===== src/rtl/spi_ee_pkg.sv =====
package spi_ee_pkg;

    typedef enum logic [3:0] {
        S_IDLE,
        S_POLL_OP,
        S_POLL_IN,
        S_GAP,
        S_WREN,
        S_CMD,
        S_ADDR,
        S_DATA,
        S_FIN
    } ctl_state_e;

    localparam logic [7:0] OPC_READ  = 8'h03;
    localparam logic [7:0] OPC_WRITE = 8'h02;
    localparam logic [7:0] OPC_WREN  = 8'h06;
    localparam logic [7:0] OPC_RDSR  = 8'h05;
    localparam logic [7:0] OPC_A8    = 8'h08;

endpackage


===== src/rtl/spi_ee_shift.sv =====
module spi_ee_shift #(
    parameter int DIV = 4,
    parameter int W   = 16,
    localparam int DW = (DIV > 1) ? $clog2(DIV) : 1,
    localparam int NW = $clog2(W + 1)
) (
    input  logic          clk,
    input  logic          rst_n,
    input  logic          go_i,
    input  logic [NW-1:0] nbits_i,
    input  logic [W-1:0]  tx_i,
    input  logic          miso_i,
    output logic          fin_o,
    output logic [W-1:0]  rx_o,
    output logic          sck_o,
    output logic          mosi_o
);

    typedef struct packed {
        logic          busy;
        logic          ph;
        logic          sck;
        logic          fin;
        logic [DW-1:0] div;
        logic [NW-1:0] left;
        logic [W-1:0]  sh;
        logic [W-1:0]  rx;
    } eng_t;

    eng_t eng_q, eng_d;

    always_comb begin
        eng_d     = eng_q;
        eng_d.fin = 1'b0;
        if (!eng_q.busy) begin
            if (go_i) begin
                eng_d.busy = 1'b1;
                eng_d.ph   = 1'b0;
                eng_d.div  = '0;
                eng_d.left = nbits_i;
                eng_d.sh   = tx_i << (NW'(W) - nbits_i);
                eng_d.rx   = '0;
            end
        end else if (eng_q.div == DW'(DIV - 1)) begin
            eng_d.div = '0;
            if (!eng_q.ph) begin
                eng_d.ph  = 1'b1;
                eng_d.sck = 1'b1;
                eng_d.rx  = {eng_q.rx[W-2:0], miso_i};
            end else begin
                eng_d.ph  = 1'b0;
                eng_d.sck = 1'b0;
                if (eng_q.left == NW'(1)) begin
                    eng_d.busy = 1'b0;
                    eng_d.fin  = 1'b1;
                end else begin
                    eng_d.left = eng_q.left - NW'(1);
                    eng_d.sh   = eng_q.sh << 1;
                end
            end
        end else begin
            eng_d.div = eng_q.div + DW'(1);
        end
    end

    always_ff @(posedge clk or negedge rst_n) begin
        if (!rst_n) eng_q <= '0;
        else        eng_q <= eng_d;
    end

    assign fin_o  = eng_q.fin;
    assign rx_o   = eng_q.rx;
    assign sck_o  = eng_q.sck;
    assign mosi_o = eng_q.busy ? eng_q.sh[W-1] : 1'b0;

    AST_SCK_ONLY_BUSY: assert property (@(posedge clk) disable iff (!rst_n)
        $rose(sck_o) |-> $past(eng_q.busy)) else $error("sck rose while idle");

endmodule


===== src/rtl/spi_ee_ctl.sv =====
module spi_ee_ctl
    import spi_ee_pkg::*;
#(
    parameter int WORDS      = 256,
    parameter int ADDR_BITS  = 8,
    parameter int OP_BITS    = 8,
    parameter int PAGE_BYTES = 32,
    parameter int SCK_DIV    = 4,
    parameter int POLL_MAX   = 64,
    parameter int GAP_CYC    = 8,
    localparam int OFS_W     = $clog2(WORDS) + 1,
    localparam int NBW       = $clog2(17),
    localparam int PW_BITS   = $clog2(PAGE_BYTES / 2),
    localparam int TW        = $clog2(POLL_MAX + 1),
    localparam int GW        = $clog2(GAP_CYC + 1)
) (
    input  logic             clk,
    input  logic             rst_n,
    input  logic             start_i,
    input  logic             write_i,
    input  logic [OFS_W-1:0] offset_i,
    input  logic [OFS_W-1:0] count_i,
    input  logic [15:0]      wdata_i,
    output logic             wr_take_o,
    output logic [15:0]      rdata_o,
    output logic             rdata_vld_o,
    output logic             done_o,
    output logic             err_o,
    output logic             sck_o,
    output logic             cs_n_o,
    output logic             mosi_o,
    input  logic             miso_i
);

    typedef struct packed {
        ctl_state_e       st;
        ctl_state_e       nxt;
        logic             sent;
        logic             write;
        logic [OFS_W-1:0] ofs;
        logic [OFS_W-1:0] left;
        logic [TW-1:0]    tries;
        logic [GW-1:0]    gap;
        logic             csn;
        logic [15:0]      rdata;
        logic             rvld;
        logic             done;
        logic             err;
    } ctl_t;

    ctl_t ctl_q, ctl_d;

    logic             go;
    logic [NBW-1:0]   nbits;
    logic [15:0]      tx;
    logic             fin;
    logic [15:0]      rx;
    logic             bad_req;
    logic             a8_hit;
    logic [OFS_W-1:0] ofs_nx;
    logic             page_end;
    logic [7:0]       cmd_opc;

    spi_ee_shift #(.DIV(SCK_DIV), .W(16)) u_shift (
        .clk     (clk),
        .rst_n   (rst_n),
        .go_i    (go),
        .nbits_i (nbits),
        .tx_i    (tx),
        .miso_i  (miso_i),
        .fin_o   (fin),
        .rx_o    (rx),
        .sck_o   (sck_o),
        .mosi_o  (mosi_o)
    );

    assign bad_req  = (int'(offset_i) >= WORDS) || (count_i == '0) ||
                      (int'(count_i) > WORDS - int'(offset_i));
    assign a8_hit   = (ADDR_BITS == 8) && (int'(ctl_q.ofs) >= 128);
    assign ofs_nx   = ctl_q.ofs + OFS_W'(1);
    assign page_end = (ofs_nx[PW_BITS-1:0] == '0);
    assign cmd_opc  = (ctl_q.write ? OPC_WRITE : OPC_READ) | (a8_hit ? OPC_A8 : 8'h00);

    always_comb begin
        ctl_d      = ctl_q;
        ctl_d.rvld = 1'b0;
        ctl_d.done = 1'b0;
        go         = 1'b0;
        nbits      = NBW'(OP_BITS);
        tx         = '0;
        wr_take_o  = 1'b0;
        // every shifting state: launch once, then wait for the engine
        if (ctl_q.st inside {S_POLL_OP, S_POLL_IN, S_WREN, S_CMD, S_ADDR, S_DATA} && !ctl_q.sent) begin
            go         = 1'b1;
            ctl_d.sent = 1'b1;
        end
        if (fin) ctl_d.sent = 1'b0;
        unique case (ctl_q.st)
            S_IDLE: if (start_i) begin
                if (bad_req) begin
                    ctl_d.done = 1'b1;
                    ctl_d.err  = 1'b1;
                end else begin
                    ctl_d.err   = 1'b0;
                    ctl_d.write = write_i;
                    ctl_d.ofs   = offset_i;
                    ctl_d.left  = count_i;
                    ctl_d.tries = '0;
                    ctl_d.csn   = 1'b0;
                    ctl_d.st    = S_POLL_OP;
                end
            end
            S_POLL_OP: begin
                tx = 16'(OPC_RDSR);
                if (fin) ctl_d.st = S_POLL_IN;
            end
            S_POLL_IN: begin
                nbits = NBW'(8);
                if (fin) begin
                    ctl_d.csn = 1'b1;
                    ctl_d.gap = '0;
                    if (!rx[0]) begin
                        ctl_d.nxt = ctl_q.write ? S_WREN : S_CMD;
                        ctl_d.st  = S_GAP;
                    end else if (ctl_q.tries == TW'(POLL_MAX - 1)) begin
                        ctl_d.err  = 1'b1;
                        ctl_d.done = 1'b1;
                        ctl_d.st   = S_IDLE;
                    end else begin
                        ctl_d.tries = ctl_q.tries + TW'(1);
                        ctl_d.nxt   = S_POLL_OP;
                        ctl_d.st    = S_GAP;
                    end
                end
            end
            S_GAP: begin
                if (ctl_q.gap == GW'(GAP_CYC - 1)) begin
                    ctl_d.csn = 1'b0;
                    ctl_d.gap = '0;
                    ctl_d.st  = ctl_q.nxt;
                end else begin
                    ctl_d.gap = ctl_q.gap + GW'(1);
                end
            end
            S_WREN: begin
                tx = 16'(OPC_WREN);
                if (fin) begin
                    ctl_d.csn = 1'b1;
                    ctl_d.gap = '0;
                    ctl_d.nxt = S_CMD;
                    ctl_d.st  = S_GAP;
                end
            end
            S_CMD: begin
                tx = 16'(cmd_opc);
                if (fin) ctl_d.st = S_ADDR;
            end
            S_ADDR: begin
                nbits = NBW'(ADDR_BITS);
                tx    = 16'({ctl_q.ofs, 1'b0});
                if (fin) ctl_d.st = S_DATA;
            end
            S_DATA: begin
                nbits     = NBW'(16);
                tx        = ctl_q.write ? {wdata_i[7:0], wdata_i[15:8]} : 16'h0000;
                wr_take_o = ctl_q.write && !ctl_q.sent;
                if (fin) begin
                    if (!ctl_q.write) begin
                        ctl_d.rdata = {rx[7:0], rx[15:8]};
                        ctl_d.rvld  = 1'b1;
                    end
                    ctl_d.ofs  = ofs_nx;
                    ctl_d.left = ctl_q.left - OFS_W'(1);
                    if (ctl_q.left == OFS_W'(1)) begin
                        ctl_d.csn = 1'b1;
                        ctl_d.st  = S_FIN;
                    end else if (ctl_q.write && page_end) begin
                        ctl_d.csn   = 1'b1;
                        ctl_d.tries = '0;
                        ctl_d.gap   = '0;
                        ctl_d.nxt   = S_POLL_OP;
                        ctl_d.st    = S_GAP;
                    end
                end
            end
            S_FIN: begin
                ctl_d.done = 1'b1;
                ctl_d.st   = S_IDLE;
            end
            default: ctl_d.st = S_IDLE;
        endcase
    end

    always_ff @(posedge clk or negedge rst_n) begin
        if (!rst_n) begin
            ctl_q     <= '0;
            ctl_q.csn <= 1'b1;
        end else begin
            ctl_q <= ctl_d;
        end
    end

    assign cs_n_o      = ctl_q.csn;
    assign rdata_o     = ctl_q.rdata;
    assign rdata_vld_o = ctl_q.rvld;
    assign done_o      = ctl_q.done;
    assign err_o       = ctl_q.err;

    AST_SCK_NEEDS_CS: assert property (@(posedge clk) disable iff (!rst_n)
        sck_o |-> !cs_n_o) else $error("sck high with cs released");
    AST_MOSI_HOLD_HIGH: assert property (@(posedge clk) disable iff (!rst_n)
        (sck_o && $past(sck_o)) |-> $stable(mosi_o)) else $error("mosi moved while sck high");
    AST_CS_RISE_SCK_LOW: assert property (@(posedge clk) disable iff (!rst_n)
        $rose(cs_n_o) |-> !sck_o) else $error("cs rose with sck high");
    AST_DONE_CS_HIGH: assert property (@(posedge clk) disable iff (!rst_n)
        done_o |-> cs_n_o) else $error("done while selected");
    AST_DONE_ONE_CYCLE: assert property (@(posedge clk) disable iff (!rst_n)
        done_o |=> !done_o) else $error("done longer than one cycle");
    AST_TAKE_WRITE_ONLY: assert property (@(posedge clk) disable iff (!rst_n)
        wr_take_o |-> (ctl_q.write && !cs_n_o)) else $error("take outside write");
    AST_VLD_READ_ONLY: assert property (@(posedge clk) disable iff (!rst_n)
        rdata_vld_o |-> !ctl_q.write) else $error("read strobe during write");

endmodule


===== config.mk =====
export PLATFORM = sky130hd
export DESIGN_NAME = spi_ee_ctl
export DESIGN_NICKNAME = d
export VERILOG_FILES = /design/src/rtl/spi_ee_pkg.sv /design/src/rtl/spi_ee_shift.sv /design/src/rtl/spi_ee_ctl.sv
export SDC_FILE = /design/constraint.sdc
export NUM_CORES = 1
export LEC_CHECK = 0
export ABC_AREA = 1
export CAP_MARGIN = 20
export CORE_UTILIZATION = 55
export DETAILED_ROUTE_END_ITERATION = 10
export GPL_ROUTABILITY_DRIVEN = 0
export GPL_TIMING_DRIVEN = 0
export HOLD_SLACK_MARGIN = 0.08
export PLACE_DENSITY = 0.83
export SLEW_MARGIN = 20
export SYNTH_ARGS = -nofsm -noshare
export SYNTH_HDL_FRONTEND = slang
export SYNTH_SLANG_ARGS = --single-unit

===== constraint.sdc =====
create_clock -name clk -period 3.3 [get_ports clk]
set_input_delay 0.66 -clock clk [delete_from_list [all_inputs] [get_ports clk]]
set_output_delay 0.66 -clock clk [all_outputs]
set_load 0.1 [all_outputs]

# Word level (Yosys, flattened, before mapping)
# Cells that the tools add are included.
# totals
inputBits	39
ff_bits	102
# classes
addsub	8
n_eq_ne	33
shifts	1
n_mux	71
order_cmp	3
bitwise	3
n_reduce_logical	31
# ops
operator	count
16-bit case mux with 5 select lines	1
39-bit two-way mux	2
25-bit two-way mux	2
4-bit two-way mux	12
47-bit two-way mux	1
21-bit two-way mux	2
8-bit two-way mux	5
37-bit two-way mux	1
18-bit case mux with 2 select lines	1
16-bit two-way mux	2
4-bit case mux with 8 select lines	1
12-bit two-way mux	2
7-bit case mux with 3 select lines	1
4-bit by 3-bit equality test with 1-bit output, second input constant	5
1-bit two-way mux	18
2-bit two-way mux	9
2-bit by 1-bit inequality test with 1-bit output, second input constant	9
2-bit inequality test, second input constant	9
17-bit two-way mux	1
4-bit case mux with 4 select lines	1
16-bit by 5-bit left shift with 16-bit output	1
7-bit two-way mux	2
4-bit case mux with 3 select lines	1
11-bit two-way mux	1
45 further kinds	60

# Logic depth before layout (Yosys ltp)
# logic_depth
word_depth	7
ltp_mapped	18
ltp_nobuf	17

# Modules after synthesis
# From an unflattened synthesis, not the netlist that was laid out.
# hier_totals
cells_unflattened	956
hier_area_um2	6887.9
# by_module_without_submodules
mod	instances	area_per_inst_um2	seq_area_each_um2	cells_per_inst
spi_ee_ctl	1	3983.8	1427.6	553
spi_ee_shift	1	2904.0	1076.0	403

# Least setup slack after synthesis
# Ideal clock, no wire load.
# synth_timing
kind	reg-to-output
start	reg ctl_q[58] (netlist name)
end	out wr_take_o
arrival_ps	2173
path_stages_with_launch	7
t_required_ps	2640
path_slack_ps	467
n_path_buf	1
path_cell_list	dfrtp_1 -> inv_2 -> nand2_1 -> nor2_4 -> buf_4 -> nand2_1 -> nor2_1
# synth_between
elab_chain_cells	2
# synth_rtl
item	line	source
start: declaration	spi_ee_ctl.sv:51	ctl_t ctl_q, ctl_d;
start signal: assignment	spi_ee_ctl.sv:199	ctl_q <= ctl_d;
4-bit by 3-bit equality test with 1-bit output	spi_ee_ctl.sv:98	unique case (ctl_q.st)
1-bit two-way mux	spi_ee_ctl.sv:98	
end: declaration	spi_ee_ctl.sv:24	output logic wr_take_o,
# No other way between the ends.

# Worst setup path after layout
# Ends and elaborated chain as after synthesis.

==> results.json <==
{
  "run_status": "complete, no violations",
  "synth_top_area_share_pct": 42.86,
  "tns_ns": 0,
  "post-route-drc-count": 0,
  "numCtsBuffers": 9,
  "fp-row-count": 37,
  "synthMuxAreaShare_pct": 0,
  "ant_nets": 0,
  "p_leak_nw": 3.351,
  "final_nets": 886,
  "critPathSlowestCell": "dlygate4sd2_1",
  "syn_avg_cell_area_sq_um": 7.677,
  "dpl.hpwl_mm": 10.06,
  "tightest_slew_ns": 0.9789,
  "die_w_microns": 104.5,
  "worst_path_most_repeated_cell": "nand2_1",
  "required_ns": 2.64,
  "postCtsSetupRepairBufs": 0,
  "ir_drop_uv": 386.6,
  "p_int_mw": 2.721,
  "synth.distinct_cells": 36,
  "worstSetupPathType": "register to primary output",
  "cts_tree": "yes",
  "critPathBufInv": 3,
  "io_buffer_count": 61,
  "final_common_cell": "nand2_1",
  "clk_pin_slew_ns": 0.10,
  "arrival_ns": 2.54,
  "antenna_cells": 0,
  "rsz0062_at_grt": "false",
  "p_clk_share_pct": 17.4,
  "crit_path_end_kind": "primary output",
  "hold_viol_final": 0,
  "critical_path.top_delay_family": "buffers and inverters",
  "cp-start-kind": "register",
  "viasPerCell": 5.597,
  "synth_compound_area_share_pct": 13.57,
  "synth_simple_gate_area_share_pct": 25.41,
  "pwr_density_cell_nw_per_um2": 725.2,
  "totalWireLength_mm": 13.67,
  "placed_area_sq_um": 6590,
  "syn2layout_area_growth_pct": 18.07,
  "drv_slew": 0,
  "ios": 62,
  "cp_slowest_stage_delay_ns": 0.88,
  "crit_fanout": 10,
  "synthAdderAreaFrac_pct": 4.545,
  "stdcell_count": 967,
  "start_util_pct": 56.25,
  "grt_first_pass_wirelength_mm": 22.95,
  "dieArea_sq_um": 10920,
  "holdCritPathClass": "input pin to async pin",
  "grt_usage_pct": 26.11,
  "dr.pass1.iters": 5,
  "crit_cells": 7,
  "ys_seq_elements": 100,
  "yosys-top-cells-area": "dfrtp_1 43%, nand2_1 12%, inv_1 6.6%, nand3_1 5.8%, o21ai_0 5.3%",
  "root_buffer": "clkbuf_8",
  "pwr-share-seq_pct": 38.5,
  "drive_above_1_share_pct": 9.025,
  "setup_viol": 0,
  "crit_chain": "inv_2 > nand2_1 > nor2_4 > buf_4 > nand2_1 > nor2_1 > dlygate4sd2_1",
  "gr-total-overflow": 0,
  "fmax_mhz": 312.1,
  "fin_crit_sh_pct": 97.10,
  "core-area_sq_um": 10280,
  "antenna_found_initial": 0,
  "grt_max_degree": 60,
  "synth-xor-area-share_pct": 1.818,
  "p_sw_mw": 2.229,
  "fin_skew_ns": 0.008567,
  "syn-num-nets": 813,
  "pwr-share-comb_pct": 44.1,
  "die_y_microns": 104.5,
  "htreeDepth": 3,
  "layout_common_cells": "182 x nand2_1, 102 x inv_1, 99 x dfrtp_1",
  "vias": 5412,
  "r2r_slack_ns": 1.23,
  "drt_iter0_markers": 394,
  "clk_path_buf_depth": 2,
  "syn_area_sq_um": 5781,
  "grt_pass1_vias": 5158,
  "rr_worst_depth": 10,
  "final_util_pct": 66.41,
  "period_needed_ns": 3.204,
  "yosys_warnings": 0,
  "fin_area_sq_um": 6825,
  "synth_top_area_cell": "dfrtp_1",
  "dp.cells": 951,
  "synth_top_family_by_area": "simple AND/OR/NAND/NOR gates",
  "clock_latency_ns": 0.39,
  "cts_sinks": 100,
  "synth-seq-area-share_pct": 43.31,
  "relSlewSlack_pct": 34.54,
  "wl_per_cell_microns": 14.14,
  "maxCapViolCount": 0,
  "swShare_pct": 45.02,
  "syn-instance-count": 753
}
-- state kept, by name, indices dropped and copies added (netlist names) --
signal,flops
rdata_o,16
u_shift.eng_q,25
err_o,1
cs_n_o,1
u_shift.sck_o,1
done_o,1
u_shift.rx_o,16
u_shift.fin_o,1
ctl_q,37
rdata_vld_o,1
-- final timing paths --
| path | startpoint | endpoint |
|---|---|---|
| setup / recovery | ctl_q[58] | wr_take_o |
| hold / removal | rst_n | ctl_q[27] |
| setup reg to reg | ctl_q[57] | ctl_q[28] |
| hold reg to reg | cs_n_o | cs_n_o |
| max in group asynchronous | rst_n | u_shift.eng_q[34] |
| min in group clk | cs_n_o | cs_n_o |
-- stage by stage --
stage	hold slack (ns)	setup WS (ns)	power (mW)
2_1_floorplan	0.3644	0.4674	3.456
5_1_grt	0.2111	0.03847	5.287
3_3_place_gp	0.4622	-2.073	3.924
4_1_cts	0.1893	0.006549	4.902
6_report	0.1775	0.09562	4.950
3_5_place_dp	0.4698	-0.3922	4.037
-- synth_stat cells, drive strengths merged --
cell and instances:
o31ai 3, xor2 9, a31oi 3, ha 21, dfstp 1, nor3 7
clkbuf 9, inv 108, nand3 68, nand2 186, buf 31, o22ai 24
or2 2, a21o 2, nand3b 5, dfrtp 99, xnor2 3, o2111ai 2
a311oi 1, a21oi 9, and3 1, a22o 1, nand4 16, o211ai 13
nor2 55, o21ai 74
-- worst reg2reg max path: stages, from the launching register on --
cell and delay, ns:
dfrtp_1 0.43, nor2_1 0.30, inv_1 0.11, nor2_2 0.26, nand2_1 0.25, nand4_1 0.17, nor2_2 0.06, nand2_2 0.12
buf_6 0.17, nand2_1 0.08, o21ai_2 0.05
-- final cells by class --
| cell class | instances | area, sq um |
|---|---|---|
| buffer | 40 | 256.5 |
| tap | 136 | 170.2 |
| sequential | 100 | 2504 |
| fill | 866 | 3452 |
| clock inverter | 6 | 77.57 |
| multi-input combinational | 505 | 2634 |
| inverter | 108 | 405.4 |
| timing repair buffer | 62 | 640.6 |
| clock buffer | 10 | 137.6 |
-- logic make-up (layout without fill, tap and decap cells) --
logic type / after synthesis / count (layout)
AO/OA/AOI/OAI: 132 / 132
XOR/XNOR: 12 / 12
adder cells (fa/ha/maj): 21 / 21
buffers and inverters: 148 / 226
flip-flops: 100 / 100
AND/OR/NAND/NOR: 340 / 340
-- metal layers --
| metal | track usage [%] | vias up | share of wire, % |
|---|---|---|---|
| met5 | 0 | - | 0 |
| met4 | 13.67 | 0 | 2.8 |
| met3 | 3.571 | 34 | 5.4 |
| met2 | 43.61 | 214 | 48 |
| met1 | 32.98 | 2559 | 44 |
| li1 | - | 2605 | - |
-- timing repair --
item / 4_1_cts / 5_1_grt
hold buffers: 0 / 0
gates resized for setup: 1 / 5
hold endpoints to repair: 0 / 0
endpoints found under the setup margin: 1 / 18
-- power groups by stage --
stage / sequential [mW] / combinational (mW) / clock [mW]
after global routing: 1.95 / 2.43 / 0.909
final: 1.91 / 2.18 / 0.859
after CTS: 1.90 / 2.14 / 0.868
after detailed placement: 1.92 / 2.12 / 0
after floorplan: 1.99 / 1.47 / 0
after global placement: 1.90 / 2.03 / 0
(Power assumes the default switching activity.)
